===== config.mk =====
export PLATFORM = sky130hd
export DESIGN_NAME = irq_pin_service
export DESIGN_NICKNAME = d
export VERILOG_FILES = /design/src/rtl/irq_route_pkg.sv /design/src/rtl/irq_in_sync.sv /design/src/rtl/irq_pending.sv /design/src/rtl/irq_remote.sv /design/src/rtl/irq_deliver.sv /design/src/rtl/irq_pin_service.sv
export SDC_FILE = /design/constraint.sdc
export NUM_CORES = 1
export LEC_CHECK = 0
export ABC_AREA = 1
export BUFFER_PORTS_ARGS = -buffer_cell sky130_fd_sc_hd__buf_4
export CORE_MARGIN = 4
export CORE_UTILIZATION = 48
export DETAILED_ROUTE_END_ITERATION = 8
export PLACE_DENSITY = 0.81
export SLEW_MARGIN = 15
export SYNTH_ARGS = -nofsm -noshare
export SYNTH_HDL_FRONTEND = slang
export SYNTH_HIERARCHICAL = 1
export SYNTH_SLANG_ARGS = --single-unit

===== constraint.sdc =====
create_clock -name clk -period 3 [get_ports clk]
set_clock_uncertainty 0.2 [all_clocks]
set_input_delay 0.3 -clock clk [delete_from_list [all_inputs] [get_ports clk]]
set_output_delay 0.3 -clock clk [all_outputs]
set_load 0.005 [all_outputs]

===== src/rtl/irq_route_pkg.sv =====
package irq_route_pkg;
  localparam int DM_W = 3;
  localparam logic [DM_W-1:0] DM_EXTERNAL = 3'b111;
  typedef enum logic { TRIG_EDGE = 1'b0, TRIG_LEVEL = 1'b1 } trig_e;
endpackage


===== src/rtl/irq_in_sync.sv =====
module irq_in_sync #(
  parameter int W      = 8,
  parameter int STAGES = 2
) (
  input  logic         clk,
  input  logic         rst,
  input  logic [W-1:0] d,
  output logic [W-1:0] q
);
  logic [W-1:0] stg [STAGES];

  always_ff @(posedge clk) begin
    if (rst) stg[0] <= '0;
    else     stg[0] <= d;
  end

  for (genvar k = 1; k < STAGES; k++) begin : g_stage
    always_ff @(posedge clk) begin
      if (rst) stg[k] <= '0;
      else     stg[k] <= stg[k-1];
    end
  end

  assign q = stg[STAGES-1];
endmodule


===== src/rtl/irq_pending.sv =====
module irq_pending #(
  parameter int NUM_PINS = 8,
  parameter int FOLD_SRC = 0,
  parameter int FOLD_DST = 2
) (
  input  logic                clk,
  input  logic                rst,
  input  logic [NUM_PINS-1:0] lvl,
  input  logic [NUM_PINS-1:0] cfg_level,
  input  logic [NUM_PINS-1:0] cfg_mask,
  input  logic [NUM_PINS-1:0] consume,
  output logic [NUM_PINS-1:0] pending
);
  logic [NUM_PINS-1:0] eff;
  logic [NUM_PINS-1:0] prev_q;
  logic [NUM_PINS-1:0] rise;
  logic [NUM_PINS-1:0] pend_q;

  for (genvar i = 0; i < NUM_PINS; i++) begin : g_fold
    if (i == FOLD_SRC) begin : g_src
      assign eff[i] = 1'b0;
    end else if (i == FOLD_DST) begin : g_dst
      assign eff[i] = lvl[i] | lvl[FOLD_SRC];
    end else begin : g_plain
      assign eff[i] = lvl[i];
    end
  end

  assign rise = eff & ~prev_q;

  always_ff @(posedge clk) begin
    if (rst) begin
      prev_q <= '0;
      pend_q <= '0;
    end else begin
      prev_q <= eff;
      for (int i = 0; i < NUM_PINS; i++) begin
        if (cfg_level[i]) pend_q[i] <= eff[i];
        else pend_q[i] <= (pend_q[i] & ~consume[i]) | (rise[i] & ~cfg_mask[i]);
      end
    end
  end

  assign pending = pend_q;
endmodule


===== src/rtl/irq_remote.sv =====
module irq_remote #(
  parameter int NUM_PINS = 8,
  parameter int VEC_W    = 8
) (
  input  logic                      clk,
  input  logic                      rst,
  input  logic [NUM_PINS*VEC_W-1:0] cfg_vec,
  input  logic                      eoi_valid,
  input  logic [VEC_W-1:0]          eoi_vec,
  input  logic [NUM_PINS-1:0]       arm,
  output logic [NUM_PINS-1:0]       flags
);
  logic [NUM_PINS-1:0] hit;
  logic [NUM_PINS-1:0] flag_q;

  for (genvar i = 0; i < NUM_PINS; i++) begin : g_hit
    assign hit[i] = eoi_valid && flag_q[i] && (cfg_vec[i*VEC_W +: VEC_W] == eoi_vec);
  end

  always_ff @(posedge clk) begin
    if (rst) flag_q <= '0;
    else     flag_q <= (flag_q & ~hit) | arm;
  end

  assign flags = flag_q;
endmodule


===== src/rtl/irq_deliver.sv =====
module irq_deliver
  import irq_route_pkg::*;
#(
  parameter int NUM_PINS = 8,
  parameter int VEC_W    = 8,
  parameter int DEST_W   = 8,
  localparam int PIN_W   = $clog2(NUM_PINS)
) (
  input  logic                       clk,
  input  logic                       rst,
  input  logic [NUM_PINS-1:0]        pending,
  input  logic [NUM_PINS-1:0]        flags,
  input  logic [NUM_PINS*VEC_W-1:0]  cfg_vec,
  input  logic [NUM_PINS*DM_W-1:0]   cfg_dm,
  input  logic [NUM_PINS-1:0]        cfg_dstm,
  input  logic [NUM_PINS*DEST_W-1:0] cfg_dest,
  input  logic [NUM_PINS-1:0]        cfg_level,
  input  logic [NUM_PINS-1:0]        cfg_mask,
  input  logic [VEC_W-1:0]           legacy_vec,
  input  logic                       ready,
  output logic                       valid,
  output logic                       ack,
  output logic [VEC_W-1:0]           m_vec,
  output logic [DM_W-1:0]            m_dm,
  output logic                       m_dstm,
  output logic [DEST_W-1:0]          m_dest,
  output logic                       m_level,
  output logic [PIN_W-1:0]           m_pin,
  output logic [NUM_PINS-1:0]        consume,
  output logic [NUM_PINS-1:0]        arm
);
  logic [NUM_PINS-1:0] elig;
  logic [PIN_W-1:0]    sel;
  logic                any;
  logic                load;
  logic [DM_W-1:0]     sel_dm;

  assign elig = pending & ~cfg_mask & (~cfg_level | ~flags);

  always_comb begin
    sel = '0;
    any = 1'b0;
    for (int i = NUM_PINS-1; i >= 0; i--) begin
      if (elig[i]) begin
        sel = PIN_W'(i);
        any = 1'b1;
      end
    end
  end

  assign load   = any && (!valid || ready);
  assign sel_dm = cfg_dm[int'(sel)*DM_W +: DM_W];

  always_comb begin
    consume = '0;
    arm     = '0;
    if (load) begin
      if (cfg_level[sel] == TRIG_LEVEL) arm[sel]     = 1'b1;
      else                               consume[sel] = 1'b1;
    end
  end

  always_ff @(posedge clk) begin
    if (rst) begin
      valid   <= 1'b0;
      ack     <= 1'b0;
      m_vec   <= '0;
      m_dm    <= '0;
      m_dstm  <= 1'b0;
      m_dest  <= '0;
      m_level <= 1'b0;
      m_pin   <= '0;
    end else begin
      ack <= load && (sel_dm == DM_EXTERNAL);
      if (load) begin
        valid   <= 1'b1;
        m_vec   <= (sel_dm == DM_EXTERNAL) ? legacy_vec : cfg_vec[int'(sel)*VEC_W +: VEC_W];
        m_dm    <= sel_dm;
        m_dstm  <= cfg_dstm[sel];
        m_dest  <= cfg_dest[int'(sel)*DEST_W +: DEST_W];
        m_level <= cfg_level[sel];
        m_pin   <= sel;
      end else if (ready) begin
        valid <= 1'b0;
      end
    end
  end

  a_r9_hold_stable: assert property (@(posedge clk) disable iff (rst)
    (valid && !ready) |=> (valid && $stable(m_vec) && $stable(m_pin) && $stable(m_dest)
                           && $stable(m_dm) && $stable(m_level) && $stable(m_dstm)));

  a_r7_ack_extint: assert property (@(posedge clk) disable iff (rst)
    ack |-> (valid && m_dm == DM_EXTERNAL));
endmodule


===== src/rtl/irq_pin_service.sv =====
module irq_pin_service
  import irq_route_pkg::*;
#(
  parameter int NUM_PINS    = 8,
  parameter int VEC_W       = 8,
  parameter int DEST_W      = 8,
  parameter int SYNC_STAGES = 2,
  parameter int FOLD_SRC    = 0,
  parameter int FOLD_DST    = 2,
  localparam int PIN_W      = $clog2(NUM_PINS)
) (
  input  logic                       clk,
  input  logic                       rst,
  input  logic [NUM_PINS-1:0]        pin_in,
  input  logic [NUM_PINS*VEC_W-1:0]  cfg_vec,
  input  logic [NUM_PINS*DM_W-1:0]   cfg_dm,
  input  logic [NUM_PINS-1:0]        cfg_dstm,
  input  logic [NUM_PINS*DEST_W-1:0] cfg_dest,
  input  logic [NUM_PINS-1:0]        cfg_level,
  input  logic [NUM_PINS-1:0]        cfg_mask,
  input  logic                       eoi_valid,
  input  logic [VEC_W-1:0]           eoi_vec,
  input  logic [VEC_W-1:0]           legacy_vec,
  output logic                       legacy_ack,
  output logic                       msg_valid,
  input  logic                       msg_ready,
  output logic [VEC_W-1:0]           msg_vec,
  output logic [DM_W-1:0]            msg_dm,
  output logic                       msg_dstm,
  output logic [DEST_W-1:0]          msg_dest,
  output logic                       msg_level,
  output logic [PIN_W-1:0]           msg_pin,
  output logic [NUM_PINS-1:0]        remote_flags
);
  logic [NUM_PINS-1:0] lvl_s;
  logic [NUM_PINS-1:0] pending;
  logic [NUM_PINS-1:0] consume;
  logic [NUM_PINS-1:0] arm;

  irq_in_sync #(.W(NUM_PINS), .STAGES(SYNC_STAGES)) u_sync (
    .clk(clk), .rst(rst), .d(pin_in), .q(lvl_s)
  );

  irq_pending #(.NUM_PINS(NUM_PINS), .FOLD_SRC(FOLD_SRC), .FOLD_DST(FOLD_DST)) u_pend (
    .clk(clk), .rst(rst), .lvl(lvl_s), .cfg_level(cfg_level), .cfg_mask(cfg_mask),
    .consume(consume), .pending(pending)
  );

  irq_remote #(.NUM_PINS(NUM_PINS), .VEC_W(VEC_W)) u_remote (
    .clk(clk), .rst(rst), .cfg_vec(cfg_vec), .eoi_valid(eoi_valid), .eoi_vec(eoi_vec),
    .arm(arm), .flags(remote_flags)
  );

  irq_deliver #(.NUM_PINS(NUM_PINS), .VEC_W(VEC_W), .DEST_W(DEST_W)) u_dlv (
    .clk(clk), .rst(rst), .pending(pending), .flags(remote_flags),
    .cfg_vec(cfg_vec), .cfg_dm(cfg_dm), .cfg_dstm(cfg_dstm), .cfg_dest(cfg_dest),
    .cfg_level(cfg_level), .cfg_mask(cfg_mask), .legacy_vec(legacy_vec),
    .ready(msg_ready), .valid(msg_valid), .ack(legacy_ack),
    .m_vec(msg_vec), .m_dm(msg_dm), .m_dstm(msg_dstm), .m_dest(msg_dest),
    .m_level(msg_level), .m_pin(msg_pin), .consume(consume), .arm(arm)
  );

  a_r2_fold_pin_silent: assert property (@(posedge clk) disable iff (rst)
    msg_valid |-> (msg_pin != PIN_W'(FOLD_SRC)));

  for (genvar i = 0; i < NUM_PINS; i++) begin : g_chk
    a_r4_flag_rise_matches_msg: assert property (@(posedge clk) disable iff (rst)
      $rose(remote_flags[i]) |-> (msg_valid && msg_level && msg_pin == PIN_W'(i)));
  end
endmodule


# ---- After elaboration in Yosys (flattened, before gate mapping)
# Memories as Yosys holds them, arrays and structs flattened.
# Cells that the tools add are included.
dict set report word_totals {
  mem_bits_rw 16
  elab_cells 147
  mem_count 1
  in_bits 204
  register_bits 50
  out_inout_bits 34
}
# memory depth width read_ports rd_ports_with_merged_regs write_ports line
set mem_list {}
lappend mem_list {u_sync.stg 2 8 2 0 2 irq_in_sync.sv:10} ;# logic [W-1:0] stg [STAGES];
dict set report classes {
  mul 1
  shift 3
  n_lt_le_gt_ge 2
  bitwise 54
  reduce_logical 23
  n_eq_ne 9
  mux 41
}
# operator count
set op_table {}
lappend op_table {{$shiftx A64 B7 Y8} 2}
lappend op_table {{$eq A8 B8 Y1} 8}
lappend op_table {{$mux W8} 7}
lappend op_table {{$not A8 Y8} 5}
lappend op_table {{$and A8 B8 Y8} 4}
lappend op_table {{$shiftx A24 B32 Y3} 1}
lappend op_table {{$mux W3} 8}
lappend op_table {{$mux W1} 23}
lappend op_table {{$logic_and A1 B1 Y1} 19}
lappend op_table {{$and A1 B1 Y1} 16}
lappend op_table {{$not A1 Y1} 16}
lappend op_table {{$or A8 B8 Y8} 2}
lappend op_table {{$or A1 B1 Y1} 11}
lappend op_table {{$bmux W1 S3} 2}
lappend op_table {{$mul A3 B2 Y5 const B} 1}
lappend op_table {{$lt A3 B4 Y1 const B} 1}
lappend op_table {{$demux W1 S3} 1}
lappend op_table {{$eq A3 B3 Y1 const B} 1}
lappend op_table {{$ge A3 B1 Y1 const B} 1}
lappend op_table {{$reduce_bool A2 Y1} 1}
lappend op_table {{$reduce_or A2 Y1} 1}
lappend op_table {{$logic_not A1 Y1} 1}
lappend op_table {{$logic_or A1 B1 Y1} 1}

# ---- Depth between registers and ports, before layout
dict set report depth {
  word_depth 21
  mapped_depth 21
  mapped_depth_nobuf 21
}

# ---- Hierarchy
# The synthesis kept the hierarchy.
# mod n_inst cells_per_inst area_each_um2 seq_area_each_um2
set modules_own_cells {}
lappend modules_own_cells {irq_deliver 1 484 2732.6 520.5}
lappend modules_own_cells {irq_remote 1 290 1376.3 160.2}
lappend modules_own_cells {irq_pending 1 70 605.6 300.3}
lappend modules_own_cells {irq_in_sync 1 50 474.2 320.3}

# ---- Worst setup path after synthesis
# OpenSTA, ideal clock, no wires.
dict set report synth_timing {
  kind {register to register}
  from {register u_remote.flag_q[0], in the netlist u_remote/flags[0]}
  to {register u_pend.pend_q[2], in the netlist u_pend/pending[2]}
  stages_incl_launch_ff 17
  setup_time_ps 112
  period_less_slack_ps 2206
  path_slack_ps 794
  t_arrival_ps 1894
  required_time_ps 2688
  path_buffers 1
  cell_sequence {dfxtp_1 > nand2_1 > nand3b_4 > nand2_4 > inv_2 > nand2_4 > nor2_4 > nor2_2 > buf_4 > nand2_1 > o22ai_1 > nor2_1 > nand3_2 > nor2_1 > nor2_1 > nand3_1 > nand2_1}
}
dict set report synth_between {
  elab_chain_len 14
  word_cells_on_any_way 19
  classes_between {order compare (2); mux (9); bitwise (6); reduce/logical (2)}
}
# item line
set synth_rtl {}
lappend synth_rtl {{start, declared} irq_remote.sv:14} ;# logic [NUM_PINS-1:0] flag_q;
lappend synth_rtl {{start signal, assigned} irq_remote.sv:22} ;# else flag_q <= (flag_q & ~hit) | arm;
lappend synth_rtl {{$not A8 Y8 (*)} irq_deliver.sv:38} ;# assign elig = pending & ~cfg_mask & (~cfg_level | ~flags);
lappend synth_rtl {{$or A8 B8 Y8 (*)} irq_deliver.sv:38}
lappend synth_rtl {{$and A8 B8 Y8 (*)} irq_deliver.sv:38}
lappend synth_rtl {{$mux W3} irq_deliver.sv:44} ;# if (elig[i]) begin
lappend synth_rtl {{$lt A3 B4 Y1 (not written as such) or $ge A3 B1 Y1 (tied branches)} irq_deliver.sv:59} ;# else consume[sel] = 1'b1;
lappend synth_rtl {{$logic_and A1 B1 Y1 (not written as such)} irq_deliver.sv:59}
lappend synth_rtl {{$mux W1 (not written as such)} irq_deliver.sv:59}
lappend synth_rtl {{$demux W1 S3} --}
lappend synth_rtl {{$mux W8} irq_deliver.sv:58} ;# if (cfg_level[sel] == TRIG_LEVEL) arm[sel] = 1'b1;
lappend synth_rtl {{$mux W8 (*)} irq_deliver.sv:57} ;# if (load) begin
lappend synth_rtl {{named net consume[2]} irq_pin_service.sv:37} ;# logic [NUM_PINS-1:0] consume;
lappend synth_rtl {{$not A1 Y1 (*)} irq_pending.sv:39} ;# else pend_q[i] <= (pend_q[i] & ~consume[i]) | (rise[i] & ~cfg_mask[i]);
lappend synth_rtl {{$and A1 B1 Y1 (*)} irq_pending.sv:39}
lappend synth_rtl {{$or A1 B1 Y1 (*)} irq_pending.sv:39}
lappend synth_rtl {{$mux W1 (*)} irq_pending.sv:38} ;# if (cfg_level[i]) pend_q[i] <= eff[i];
lappend synth_rtl {{end signal, assigned by index} irq_pending.sv:38}
lappend synth_rtl {{end signal, assigned by index} irq_pending.sv:39}
lappend synth_rtl {{end, declared} irq_pending.sv:17} ;# logic [NUM_PINS-1:0] pend_q;
# Mark *: on every way through the listed nets, which the timed path passes. The rest lies on a longest branch. The select of a mux whose other input is x is not followed.
# A chain may end at the register's enable or synchronous reset.

# ---- Worst setup path in the final report
dict set report layout_timing {
  from {input cfg_level[0]}
  to {register u_dlv.m_dest[0]}
}
dict set report layout_between {
  elab_chain_len 5
  word_cells_on_any_way 7
  classes_between {shift (1); mux (2); bitwise (3); reduce/logical (1)}
}
# item line
set layout_rtl {}
lappend layout_rtl {{start, declared} irq_pin_service.sv:19} ;# input logic [NUM_PINS-1:0] cfg_level,
lappend layout_rtl {{$not A8 Y8 (*)} irq_deliver.sv:38}
lappend layout_rtl {{$or A8 B8 Y8 (*)} irq_deliver.sv:38}
lappend layout_rtl {{$and A8 B8 Y8 (*)} irq_deliver.sv:38}
lappend layout_rtl {{$mux W3 or $mux W1 (tied branches)} irq_deliver.sv:44}
lappend layout_rtl {{$shiftx A64 B7 Y8 or $logic_and A1 B1 Y1 (tied branches)} {irq_deliver.sv:80, irq_deliver.sv:51}}
lappend layout_rtl {{end signal, assigned} irq_deliver.sv:80} ;# m_dest <= cfg_dest[int'(sel)*DEST_W +: DEST_W];
lappend layout_rtl {{end, declared} irq_deliver.sv:26} ;# output logic [DEST_W-1:0] m_dest,
# Mark *: on every way between the ends. The rest lies on a longest branch, timed or not.

==> impl_metrics.py <==
metrics = {
    "layout": {
        "areaGrowthSynthToFinish_pct": 41.96,
        "num-nets-final": 1338,
        "post-route-util": 0.7071,
        "layout-drive-gt1-share": 0.2801,
        "mostFrequentLayoutCell": "sky130_fd_sc_hd__nand2_1",
        "final_cell_mix": "sky130_fd_sc_hd__nand2_1, sky130_fd_sc_hd__buf_4, sky130_fd_sc_hd__inv_1, sky130_fd_sc_hd__nor2_1, sky130_fd_sc_hd__nand3_1",
        "filler_cell_count": 961,
        "antennaDiodeCount": 0,
    },
    "grt": {
        "first_pass_grt_wire_length_um": 33960,
        "first_global_vias": 6432,
        "grt_util_all_layers": 0.3373,
        "grt_antenna_before_repair": 0,
        "largest_net_degree_at_the_start_of_global_routing": 32,
        "globalRouteOverflowTotal": 0,
    },
    "critical_path": {
        "critical-path-top-delay-family": "simple AND/OR/NAND/NOR gates",
        "timing_worst_setup_path_type": "input pin to flip-flop",
        "critical_path_peak_fanout": 17,
        "worstPathArrival_ns": 2.88,
        "crit_path_top_delay_cell": "sky130_fd_sc_hd__dlygate4sd3_1",
        "critPathRequiredTime_ns": 3.06,
        "timing.reg2reg.worst_path_depth": 16,
        "launch_point_of_the_worst_reg_to_reg_path": "u_remote/flags[6]",
        "crit_path_max_incr_delay_ns": 0.53,
        "crit_cells": 16,
        "worstSetupStartpoint": "cfg_level[0]",
        "cp-end-kind": "flip-flop",
        "setup_slack_on_the_worst_flop_to_flop_path_ns": 0.22,
        "crit_path_cell_trace": "dlygate4sd3_1, buf_4, nand2_1, nand3b_4, nand2_4, inv_2, nand2_4, nor2_4, nor2_4, nand2_1, inv_2, buf_4, a22o_1, nor3_1, a21o_1, inv_1",
        "reg_to_reg_endpoint": "u_dlv/m_dest[0]",
        "cp_num_buf_inv": 6,
        "cp-endpoint": "u_dlv/m_dest[0]",
        "setup.worst_path.start_class": "input pin",
    },
    "run_status": {
        "outcome": "finished clean",
    },
    "sta": {
        "timing_max_transition_violations_final": 0,
        "worst_pin_slew_ns": 0.4905,
        "fmax_mhz": 354.3,
        "timing.final.hold_violations": 0,
        "max_slew_margin": 0.6730,
        "period_share": 0.9407,
        "tns_ns": 0,
        "rsz0062_at_grt": "false",
        "timing.final.crit_period_ns": 2.822,
        "setup_violators_final": 0,
    },
    "route": {
        "vias": 6731,
        "detail_route.wirelength_um": 22060,
        "wl_per_cell_um": 17.30,
        "drc": 0,
        "antenna_left": 0,
        "drt_pre_antenna_iters": 5,
        "route.detailed.vias_per_inst": 5.279,
        "initialDrtViolationCount": 731,
    },
    "floorplanning": {
        "start_util": 0.4981,
        "die_x_um": 112.0,
        "num_rows": 37,
        "die_h_um": 112.0,
        "ioPinCount": 238,
        "die_area_um2": 12540,
        "core_region_area_um2": 10420,
    },
    "synth": {
        "synth_nets": 1098,
        "synthFlopType": "sky130_fd_sc_hd__dfxtp_1",
        "mappedNetlistArea_um2": 5189,
        "post_synth.cell_area_avg_um2": 5.804,
        "synth_cells": 894,
        "synth.yosys.seq_area_share": 0.2508,
        "synthesis.yosys.warnings": 6,
        "fraction_of_registers_with_async_set_reset": 0,
        "edff_count_synth": 0,
        "synth_area_leader_cell": "sky130_fd_sc_hd__dfxtp_1",
        "synth.lib_cells_used.distinct": 44,
        "synth_area_leaders": "sky130_fd_sc_hd__dfxtp_1, sky130_fd_sc_hd__nand2_1, sky130_fd_sc_hd__inv_1, sky130_fd_sc_hd__nand3_1, sky130_fd_sc_hd__nor2_1",
        "synth_seq_cells": 65,
        "netlist.area_leader.share": 0.2508,
    },
    "power": {
        "p_leak_nw": 3.974,
        "finalPower_mw": 2.761,
        "pwr_density_cell_nw_per_um2": 374.9,
        "maximum_ir_drop_on_the_vdd_rail_mv": 0.3822,
    },
    "placed_design": {
        "gp_routability_congestion": 0.9890,
        "detailedPlacementHpwl_um": 17360,
        "port_buffers": 237,
    },
    "cts": {
        "cts-root-buf": "sky130_fd_sc_hd__clkbuf_8",
        "clk_path_buf_depth": 2,
        "tritoncts": "done",
        "clock_sink_count": 65,
        "worstSkewPairLatency_ns": 0.35,
        "cts.htree.levels": 3,
        "clk_pin_slew_ns": 0.08,
        "cts_made_buffers": 9,
    },
    "job": {
        "max-cap-violations": 0,
    },
    "hold_path": {
        "timing.hold.worst.class": "input pin to flip-flop",
    },
}
kinds of logic (layout without fill, tap and decap cells):
group / after synthesis / after routing / synth area share
AND/OR/NAND/NOR: 555 / 555 / 0.4794
buffers and inverters: 185 / 430 / 0.1524
AO/OA/AOI/OAI: 77 / 77 / 0.09718
flip-flops: 65 / 65 / 0.2508
XOR/XNOR: 12 / 12 / 0.02026
sequential cells by signal, summed over array words and instances, names as in the netlist:
| signal | flops |
|---|---|
| u_pend/prev_q | 7 |
| u_dlv/m_dest | 8 |
| u_dlv/m_pin | 3 |
| u_pend/pending | 8 |
| u_dlv/m_level | 1 |
| u_dlv/m_dstm | 1 |
| u_remote/flags | 8 |
| u_dlv/ack | 1 |
| u_dlv/m_dm | 3 |
| u_sync/stg | 16 |
| u_dlv/valid | 1 |
| u_dlv/m_vec | 8 |
final cells by class:
type | count | area (um^2) | area share
repair buffers | 260 | 1974 | 0.2680
clock inverters | 7 | 100.1 | 0.01359
inverters | 154 | 585.6 | 0.07950
clock buffers | 9 | 123.9 | 0.01682
well taps | 136 | 170.2 | 0.02310
multi-input cells | 644 | 3110 | 0.4223
flip-flops and latches | 65 | 1301 | 0.1767
how the worst min path moves through the flow:
stage	cells past startpoint	from	to
final	4	cfg_mask[4]	u_pend/pending[4]
after global routing	4	cfg_mask[1]	u_pend/pending[1]
after CTS	4	cfg_mask[4]	u_pend/pending[4]
after detailed placement	2	u_sync/stg[0][0]	u_sync/stg[1][0]
after global placement	2	u_sync/stg[0][1]	u_sync/stg[1][1]
after floorplan	1	cfg_level[0]	u_pend/pending[0]
synth_stat cells (2+ instances only):
cell,number
sky130_fd_sc_hd__inv_1,139
sky130_fd_sc_hd__o21bai_1,6
sky130_fd_sc_hd__buf_2,14
sky130_fd_sc_hd__buf_1,2
sky130_fd_sc_hd__o211ai_1,4
sky130_fd_sc_hd__a22o_1,7
sky130_fd_sc_hd__o2111a_1,2
sky130_fd_sc_hd__nand3b_1,7
sky130_fd_sc_hd__a21oi_2,3
sky130_fd_sc_hd__nand3_2,2
sky130_fd_sc_hd__nand3_1,73
sky130_fd_sc_hd__buf_4,6
sky130_fd_sc_hd__o21ai_0,12
sky130_fd_sc_hd__nor2_4,9
sky130_fd_sc_hd__nand4_1,29
sky130_fd_sc_hd__nor3_1,5
sky130_fd_sc_hd__nor2_1,97
sky130_fd_sc_hd__a211oi_1,2
sky130_fd_sc_hd__a221oi_1,6
sky130_fd_sc_hd__dfxtp_1,65
sky130_fd_sc_hd__nand2_4,5
sky130_fd_sc_hd__nand3b_2,2
sky130_fd_sc_hd__buf_6,5
sky130_fd_sc_hd__inv_2,13
sky130_fd_sc_hd__nor2_2,7
sky130_fd_sc_hd__or2_0,2
sky130_fd_sc_hd__nand2_2,5
sky130_fd_sc_hd__nand2_1,307
sky130_fd_sc_hd__clkbuf_1,3
sky130_fd_sc_hd__a21oi_1,30
sky130_fd_sc_hd__xnor2_1,12
tightest hold or removal path, delay by kind of cell:
family / cells / cell delay [ns]
AOI/OAI and AO/OA: 1 / 0.05
buffers and inverters: 1 / 0.09
and+or+nand+nor: 2 / 0.09
power by group:
part	switching, mW	total (mW)	internal [mW]
Clock	0.377	0.854	0.477
Combinational	0.521	0.955	0.434
Sequential	0.0309	0.953	0.922
Total	0.929	2.76	1.83
metrics by stage:
step	cells	instance area, um^2	worst slack [ns]	hold WS, ns
2_1_floorplan	894	5189	0.7938	0.1766
3_3_place_gp	1250	7042	0.2332	0.1896
3_5_place_dp	1250	7042	0.1946	0.1956
4_1_cts	1275	7356	0.1717	0.006140
5_1_grt	1275	7366	0.002721	0.03283
6_report	1275	7366	0.1779	0.01775
metal layers:
metal,part of all wire,up-vias,global-route usage
met2,0.48,370,0.5843
met3,0.087,68,0.05543
met1,0.39,3033,0.4127
met5,0,-,0
li1,-,3260,-
met4,0.041,0,0.1442
repair_timing:
item                       in CTS  in global routing
hold buffers                    9                  0
hold endpoints to repair        9                  0
setup buffers                   0                  0
resized for setup               0                  2
setup endpoints to repair       0                  7
(Power assumes the default switching activity.)
